--- src/rtl/pkimg_pkg.sv ---
// Package: shared types for the packed instruction image loader.
// Assumes nothing beyond a single clock domain.
package pkimg_pkg;
    typedef enum logic [2:0] {
        LS_IDLE = 3'd0,
        LS_READ = 3'd1,
        LS_HI   = 3'd2,
        LS_LO   = 3'd3,
        LS_FIN  = 3'd4
    } ldr_state_t;
endpackage

--- src/rtl/pkimg_ctrl.sv ---
// Controller: sequences read / high write / low write per data word and
// counts remaining words. Assumes read data arrives one cycle after READ.
module pkimg_ctrl
    import pkimg_pkg::*;
#(
    parameter int CNT_W = 34
) (
    input  logic       clk,
    input  logic       rst_n,
    input  logic       start_i,
    input  logic [CNT_W-1:0] count_i,
    output ldr_state_t state_o,
    output logic       load_o
);
    localparam logic [CNT_W-1:0] ONE_WORD = CNT_W'(1);

    ldr_state_t       state_q;
    logic [CNT_W-1:0] words_left_q;
    logic [CNT_W-1:0] words_req;

    // Number of data words requested; the LSB of the count is dropped.
    assign words_req = count_i >> 1;
    assign load_o    = (state_q == LS_IDLE) && start_i;
    assign state_o   = state_q;

    // State register and remaining-word counter.
    always_ff @(posedge clk) begin
        if (!rst_n) begin
            state_q      <= LS_IDLE;
            words_left_q <= '0;
        end else begin
            unique case (state_q)
                LS_IDLE: if (start_i) begin
                    words_left_q <= words_req;
                    state_q      <= (words_req == '0) ? LS_FIN : LS_READ;
                end
                LS_READ: state_q <= LS_HI;
                LS_HI:   state_q <= LS_LO;
                LS_LO: begin
                    words_left_q <= words_left_q - ONE_WORD;
                    state_q      <= (words_left_q == ONE_WORD) ? LS_FIN : LS_READ;
                end
                LS_FIN:  state_q <= LS_IDLE;
                default: state_q <= LS_IDLE;
            endcase
        end
    end
endmodule

--- src/rtl/pkimg_addr.sv ---
// Address counters: source word pointer and destination instruction pointer.
// Both wrap naturally at their width.
module pkimg_addr #(
    parameter int AW  = 34,
    parameter int IAW = 34
) (
    input  logic           clk,
    input  logic           rst_n,
    input  logic           load_i,
    input  logic [AW-1:0]  src_i,
    input  logic [IAW-1:0] dst_i,
    input  logic           src_step_i,
    input  logic           dst_step_i,
    output logic [AW-1:0]  src_o,
    output logic [IAW-1:0] dst_o
);
    logic [AW-1:0]  src_q;
    logic [IAW-1:0] dst_q;

    // Load on acceptance, step once per read or per write.
    always_ff @(posedge clk) begin
        if (!rst_n) begin
            src_q <= '0;
            dst_q <= '0;
        end else begin
            if (load_i)          src_q <= src_i;
            else if (src_step_i) src_q <= src_q + AW'(1);
            if (load_i)          dst_q <= dst_i;
            else if (dst_step_i) dst_q <= dst_q + IAW'(1);
        end
    end

    assign src_o = src_q;
    assign dst_o = dst_q;
endmodule

--- src/rtl/pkimg_split.sv ---
// Half selector: passes the upper half of the incoming word straight
// through and keeps the lower half for the following cycle.
// Assumes the word is exactly twice the instruction width.
module pkimg_split #(
    parameter int IW = 17
) (
    input  logic          clk,
    input  logic          rst_n,
    input  logic          cap_i,
    input  logic          sel_lo_i,
    input  logic [2*IW-1:0] word_i,
    output logic [IW-1:0] half_o
);
    logic [IW-1:0] halves [2];
    logic [IW-1:0] lo_hold_q;

    // Slice the word into its two halves (index 1 = upper).
    for (genvar g = 0; g < 2; g++) begin : g_half
        assign halves[g] = word_i[g*IW +: IW];
    end

    // Keep the lower half while the upper half is written.
    always_ff @(posedge clk) begin
        if (!rst_n)     lo_hold_q <= '0;
        else if (cap_i) lo_hold_q <= halves[0];
    end

    // Select the upper half live, or the kept lower half.
    always_comb begin
        half_o = sel_lo_i ? lo_hold_q : halves[1];
    end
endmodule

--- src/rtl/pkimg_loader.sv ---
// Top: copies count instructions from a two-per-word data memory into an
// instruction memory. Assumes a data memory read latency of one cycle.
module pkimg_loader
    import pkimg_pkg::*;
#(
    parameter int AW    = 34,
    parameter int IAW   = 34,
    parameter int CNT_W = 34,
    parameter int IW    = 17
) (
    input  logic             clk,
    input  logic             rst_n,
    input  logic             start_i,
    input  logic [AW-1:0]    src_addr_i,
    input  logic [IAW-1:0]   dst_addr_i,
    input  logic [CNT_W-1:0] count_i,
    output logic             busy_o,
    output logic             done_o,
    output logic             dm_rd_en_o,
    output logic [AW-1:0]    dm_rd_addr_o,
    input  logic [2*IW-1:0]  dm_rd_data_i,
    output logic             im_wr_en_o,
    output logic [IAW-1:0]   im_wr_addr_o,
    output logic [IW-1:0]    im_wr_data_o
);
    ldr_state_t st;
    logic       load;
    logic       in_read, in_hi, in_lo;

    pkimg_ctrl #(.CNT_W(CNT_W)) u_ctrl (
        .clk(clk), .rst_n(rst_n), .start_i(start_i), .count_i(count_i),
        .state_o(st), .load_o(load)
    );

    assign in_read = (st == LS_READ);
    assign in_hi   = (st == LS_HI);
    assign in_lo   = (st == LS_LO);

    pkimg_addr #(.AW(AW), .IAW(IAW)) u_addr (
        .clk(clk), .rst_n(rst_n), .load_i(load),
        .src_i(src_addr_i), .dst_i(dst_addr_i),
        .src_step_i(in_read), .dst_step_i(in_hi | in_lo),
        .src_o(dm_rd_addr_o), .dst_o(im_wr_addr_o)
    );

    pkimg_split #(.IW(IW)) u_split (
        .clk(clk), .rst_n(rst_n), .cap_i(in_hi), .sel_lo_i(in_lo),
        .word_i(dm_rd_data_i), .half_o(im_wr_data_o)
    );

    assign busy_o     = (st != LS_IDLE);
    assign done_o     = (st == LS_FIN);
    assign dm_rd_en_o = in_read;
    assign im_wr_en_o = in_hi | in_lo;
endmodule

--- config.mk ---
export PLATFORM = sky130hd
export DESIGN_NAME = pkimg_loader
export DESIGN_NICKNAME = d
export VERILOG_FILES = /design/src/rtl/pkimg_pkg.sv /design/src/rtl/pkimg_ctrl.sv /design/src/rtl/pkimg_addr.sv /design/src/rtl/pkimg_split.sv /design/src/rtl/pkimg_loader.sv
export SDC_FILE = /design/constraint.sdc
export NUM_CORES = 1
export LEC_CHECK = 0
export BUFFER_PORTS_ARGS = -buffer_cell sky130_fd_sc_hd__buf_4
export CAP_MARGIN = 25
export CORE_MARGIN = 4
export CORE_UTILIZATION = 50
export DETAILED_ROUTE_END_ITERATION = 16
export PLACE_DENSITY = 0.77
export SYNTH_ARGS = -nofsm -noshare
export SYNTH_HDL_FRONTEND = slang
export SYNTH_SLANG_ARGS = --single-unit
--- constraint.sdc ---
create_clock -name clk -period 3 [get_ports clk]
set_input_delay 0.15 -clock clk [delete_from_list [all_inputs] [get_ports clk]]
set_output_delay 0.15 -clock clk [all_outputs]
set_load 0.005 [all_outputs]
---- Word level (Yosys, flattened, before mapping) ----
Cells that the tools add are included.
word-level totals
  flip-flop bits (word level) ............. 122
operators by class
  add/subtract/negate cells ............... 3
  equality and inequality tests ........... 6
  muxes and demuxes ....................... 11
  bitwise gates (word level) .............. 1
  reductions and logical operators ........ 8
operator list
  operator                                                                count
  34-bit 2-to-1 mux                                                       5
  34-bit by 1-bit adder with 34-bit output, second input constant         2
  34-bit one-hot mux with 2 select lines                                  1
  34-bit by 1-bit equality test with 1-bit output, second input constant  1
  34-bit logical NOT                                                      1
  34-bit by 1-bit subtractor with 34-bit output, second input constant    1
  17-bit 2-to-1 mux                                                       1
  3-bit one-hot mux with 4 select lines                                   1
  3-bit 2-to-1 mux                                                        3
  3-bit by 2-bit equality test with 1-bit output, second input constant   2
  2-bit nonzero test                                                      3
  3-bit by 1-bit equality test with 1-bit output, second input constant   1
  3-bit equality test, second input constant                              1
  3-bit logical NOT                                                       1
  3-bit nonzero test                                                      1
  2-bit != test, second input constant                                    1
  2-bit AND reduction                                                     1
  1-bit logical AND                                                       1
  1-bit OR                                                                1

---- Logic depth before layout (Yosys ltp) ----
  word-level depth ........................ 4
  gate-level depth with buffers ........... 9
  mapped depth without buffers ............ 7

---- Hierarchy ----
Synthesis repeated with hierarchy kept, for this count alone.
second synthesis, totals
  cell total of the unflattened synthesis .. 841
  area total of the unflattened synthesis .. 7043.0 um2
modules (own cells, without submodules)
  module        instances  cells an instance  area each (um2)  seq. area each (um2)
  pkimg_addr    1          470                3821.2           1361.3
  pkimg_ctrl    1          292                2262.2           740.7
  pkimg_split   1          73                 912.1            340.3
  pkimg_loader  1          6                  47.5             0.0

---- Worst setup path after synthesis ----
Ideal clock, no wire load.
  kind .................................... reg2reg
  start ................................... register u_ctrl.words_left_q[0]
  end ..................................... register u_ctrl.words_left_q[31]
  arrival time ............................ 1.985 ns
  required time ........................... 2.872 ns
  path slack .............................. 0.887 ns
  cell stages (with the launch flop) ...... 8
  buffers on the path ..................... 2
  cell sequence ........................... dfxtp_1 -> or4_1 -> buf_2 -> or3_1 -> buf_6 -> or3_4 -> o2111ai_1 -> o21ai_1
on the way
  longest elaborated chain between the ends .. 2
ends and longest elaborated chain
  what                                           RTL line          source
  start, declared                                pkimg_ctrl.sv:18  logic [CNT_W-1:0] words_left_q;
  start signal, assigned                         pkimg_ctrl.sv:34  words_left_q <= words_req;
  start signal, assigned                         pkimg_ctrl.sv:40  words_left_q <= words_left_q - ONE_WORD;
  34-bit by 1-bit subtractor with 34-bit output  pkimg_ctrl.sv:40
  34-bit one-hot mux with 2 select lines         pkimg_ctrl.sv:32  unique case (state_q)
Every way passes these cells.
A chain may end at the register's enable or synchronous reset.

---- Worst setup path in the final report ----
  start ................................... register u_ctrl.state_q[1] (netlist: u_ctrl.state_o[1])
  end ..................................... register u_addr.dst_q[30] (netlist: u_addr.dst_o[30])
on the way
  longest elaborated chain between the ends .. 3
  elaborated cells on any way between the ends .. 7
ends and longest elaborated chain
  what                                                                      RTL line                              source
  start, declared                                                           pkimg_ctrl.sv:17                      ldr_state_t state_q;
  start signal, assigned                                                    pkimg_ctrl.sv:35                      state_q <= (words_req == '0) ? LS_FIN : LS_READ;
  start signal, assigned                                                    pkimg_ctrl.sv:41                      state_q <= (words_left_q == ONE_WORD) ? LS_FIN : LS_READ;
  3-bit by 2-bit equality test with 1-bit output (tied with other cells)    pkimg_loader.sv:36                    assign in_hi = (st == LS_HI);
  1-bit OR / 1-bit logical AND (equally long branches)                      pkimg_loader.sv:42, pkimg_ctrl.sv:23
  2-bit nonzero test (no line) / 34-bit 2-to-1 mux (equally long branches)  --
  end signal, assigned                                                      pkimg_addr.sv:28                      if (load_i) dst_q <= dst_i;
  end signal, assigned                                                      pkimg_addr.sv:29                      else if (dst_step_i) dst_q <= dst_q + IAW'(1);
  end, declared                                                             pkimg_addr.sv:18                      logic [IAW-1:0] dst_q;
Parallel ways exist; a longest one is shown, timed or not.

==> impl_metrics.env <==
export IMPL_core_sq_mm=0.0128
export IMPL_tightest_slew_ns=0.759
export IMPL_cts_max_level=4
export IMPL_worstPathRequired_ns=3.34
export IMPL_synth_edf_count=0
export IMPL_holdPathStages=3
export IMPL_ys_ff_latch=122
export IMPL_dpl_hpwl_um=14600
export IMPL_clkSinkCount=122
export IMPL_synthFlopType="dfxtp_1"
export IMPL_initial_core_util_pct=51.8
export IMPL_endpoint_kind="register"
export IMPL_wl_per_cell_um=16.9
export IMPL_diodes=0
export IMPL_r2r_start="u_ctrl.state_o[1]"
export IMPL_arrival_ns=2.80
export IMPL_synth_yosys_seq_area_share_pct=36.9
export IMPL_cp_top_family="simple AND/OR/NAND/NOR gates"
export IMPL_netlist_instances=867
export IMPL_rsz0062_at_grt="no"
export IMPL_syn_cell_area_sq_mm=0.00662
export IMPL_overflow=0
export IMPL_max_stage_delay_ns=0.48
export IMPL_p_clk_share_pct=30.1
export IMPL_grt_first_pass_wirelength_um=33900
export IMPL_relSlewSlack_pct=49.4
export IMPL_p_per_area_mw_per_mm2=825
export IMPL_die_w_um=123
export IMPL_hold_start="dst_addr_i[27]"
export IMPL_die_h_um=123
export IMPL_rows=41
export IMPL_drt_iter0_markers=617
export IMPL_vias_per_cell=5.84
export IMPL_hold_viol=0
export IMPL_cts_made_buffers=17
export IMPL_start_kind="register"
export IMPL_reg2reg_depth=7
export IMPL_crit_buf_inv=2
export IMPL_switching_share_pct=36.5
export IMPL_instances_no_fill=1271
export IMPL_crit_cells=7
export IMPL_cts_resized=0
export IMPL_slowest_stage="dfxtp_1"
export IMPL_power_frac_comb_pct=36.5
export IMPL_status="complete, no violations"
export IMPL_seq_power_share_pct=33.4
export IMPL_drc=0
export IMPL_fin_setup_tns_ns=0
export IMPL_final_nets=1229
export IMPL_synth_cell_types=67
export IMPL_finClkSkew_ns=0.00560
export IMPL_max_freq_ghz=0.408
export IMPL_ff2ff_setup_slack_ns=0.55
export IMPL_routed_wirelength_um=21500
export IMPL_total_power_mw=7.67
export IMPL_place_gp_congestion=0.868
export IMPL_final_antenna_net_count=0
export IMPL_final_util_pct=72.8
export IMPL_syn_to_final_growth_pct=40.5
export IMPL_drt_first_pass_iters=5
export IMPL_async_reset_ff_share_pct=0
export IMPL_grt_pass1_vias=6788
export IMPL_report_final_slew_viol_count=0
export IMPL_numPortBuffers=226
export IMPL_clkLatencyLatePin_ns=0.41
export IMPL_fin_crit_sh_pct=81.8
export IMPL_ys_warn_count=0
export IMPL_hold_class="in -> reg"
export IMPL_dp_cells=1220
export IMPL_critPathKind="reg -> reg"
export IMPL_drive_gt1_share_pct=26.3
export IMPL_route_vias_total=7421
export IMPL_min_to="u_addr.dst_o[27]"
export IMPL_clk_pin_slew_ns=0.06
export IMPL_p_sw_mw=2.80
export IMPL_antenna_found_initial=0
export IMPL_root_buffer="clkbuf_16"
export IMPL_crit_fanout=11
export IMPL_cts_tree="built"
export IMPL_synth_avg_cell_area_sq_um=7.64
export IMPL_ioPinCount=228
export IMPL_post_route_min_period_ns=2.45
export IMPL_internal_power_mw=4.87
export IMPL_r2r_end="u_addr.dst_o[30]"
export IMPL_maxCapViolations=0
export IMPL_clk_path_buf_depth=2
export IMPL_path_cells="buf_4 -> nand2b_1 -> inv_1 -> and3_1 -> nand4_1 -> or3_1 -> a31oi_1"
export IMPL_syn_nets=1010
export IMPL_peakVddDrop_mv=0.526
export IMPL_leakage_nw=3.77
export IMPL_setup_viol=0
export IMPL_grt_max_degree=76
export IMPL_dieArea_sq_mm=0.0151
export IMPL_grt_usage_pct=27.9
[flip-flops by register name, summed over array words and instances, names as in the netlist]
name                 cells
u_ctrl.state_o           3
u_addr.dst_o            34
u_addr.src_o            34
u_split.lo_hold_q       17
u_ctrl.words_left_q     34
[power groups by stage]
| stage | Clock (mW) | Combinational [mW] | Sequential [mW] |
|---|---|---|---|
| detailed placement | 0 | 2.75 | 2.57 |
| global route | 2.41 | 3.10 | 2.63 |
| CTS | 2.33 | 2.79 | 2.54 |
| floorplan | 0 | 1.67 | 2.48 |
| global placement | 0 | 2.71 | 2.56 |
| finish | 2.31 | 2.80 | 2.56 |
[Yosys cell counts, types with 5 or more instances]
library cell / number / area [sq um]
o311ai_0: 6 / 52.6
buf_2: 7 / 35.0
a31oi_1: 18 / 113
nor3_1: 20 / 100
inv_1: 14 / 52.6
o21ai_0: 55 / 275
a211oi_1: 20 / 150
nor2_1: 59 / 221
xor2_1: 32 / 280
dfxtp_1: 122 / 2440
nand4b_1: 5 / 43.8
nor4_1: 20 / 125
or3_1: 13 / 81.3
and4_1: 5 / 43.8
o211ai_1: 5 / 37.5
and3_1: 15 / 93.8
clkbuf_1: 51 / 191
nand4_1: 37 / 231
nand2_1: 130 / 488
or4_1: 9 / 67.6
nand3_1: 43 / 215
a21oi_1: 89 / 445
xnor2_1: 11 / 96.3
and2_1: 5 / 31.3
[metal layers]
metal	GRT usage [%]	share of wire [%]
met1	36.5	43
met5	0	0
met3	6.86	8.3
met4	7.54	1.4
met2	46.2	48
[layout by cell type (no fill, tap or decap), drive strengths merged, types with 6 or more instances in the layout]
master / count
o311ai: 6
a31oi: 18
o21ai: 57
dlygate4sd3: 19
a211oi: 20
buf: 242
or4: 10
or3: 15
clkbuf: 19
bufinv: 6
nand4: 37
a21oi: 89
nand2: 130
nor4: 24
inv: 14
nor2: 59
dfxtp: 122
xor2: 32
nand3: 43
nor3: 21
and3: 15
xnor2: 11
[area by class of cell]
type                            instances  area [sq um]
Clock inverter                         13           223
Fill cell                            1041          3470
Timing Repair Buffer                  261          2030
Sequential cell                       122          2440
Inverter                               14          52.6
Clock buffer                           19           443
Multi-Input combinational cell        670          3900
Tap cell                              172           215
[how the worst max path moves through the flow]
stage | start | endpoint | slack [ns]
3_3_place_gp | u_ctrl.state_o[2] | u_addr.src_o[27] | 0.66
3_5_place_dp | u_ctrl.state_o[2] | u_addr.src_o[27] | 0.58
5_1_grt | u_ctrl.state_o[2] | u_addr.src_o[27] | 0.34
2_1_floorplan | u_ctrl.words_left_q[0] | u_ctrl.words_left_q[31] | 0.89
4_1_cts | u_ctrl.state_o[2] | u_addr.src_o[27] | 0.56
6_report | u_ctrl.state_o[1] | u_addr.dst_o[30] | 0.55
[through the flow]
| step | cell area (sq um) | worst slack, ns | hold slack [ns] |
|---|---|---|---|
| 2_1_floorplan | 6620 | 0.887 | 0.286 |
| 3_3_place_gp | 8450 | 0.660 | 0.395 |
| 3_5_place_dp | 8450 | 0.581 | 0.406 |
| 4_1_cts | 9310 | 0.563 | 0.000298 |
| 5_1_grt | 9310 | 0.336 | 0.00284 |
| 6_report | 9310 | 0.546 | 0.00993 |
[worst min-delay path: cells and delay by family]
family / cells / cell delay (ns)
buffers and inverters: 1 / 0.11
AO/OA/AOI/OAI: 1 / 0.07
AND/OR/NAND/NOR: 1 / 0.04
[cell families (layout without fill, tap and decap cells)]
kind of cell / after synthesis / in the layout / synth area share, %
mux: 3 / 3 / 0.491
xor+xnor: 43 / 43 / 5.69
fa+ha+maj: 4 / 4 / 0.756
compound gates: 238 / 238 / 21.9
buf+inv: 75 / 307 / 4.50
simple gates: 382 / 382 / 29.8
flops: 122 / 122 / 36.9
[repair_timing]
item                      in CTS  in global routing
hold buffers                  19                  0
buffers inserted               0                  0
hold endpoints to repair      19                  0
Note: power is estimated with default switching activity, not from simulation.
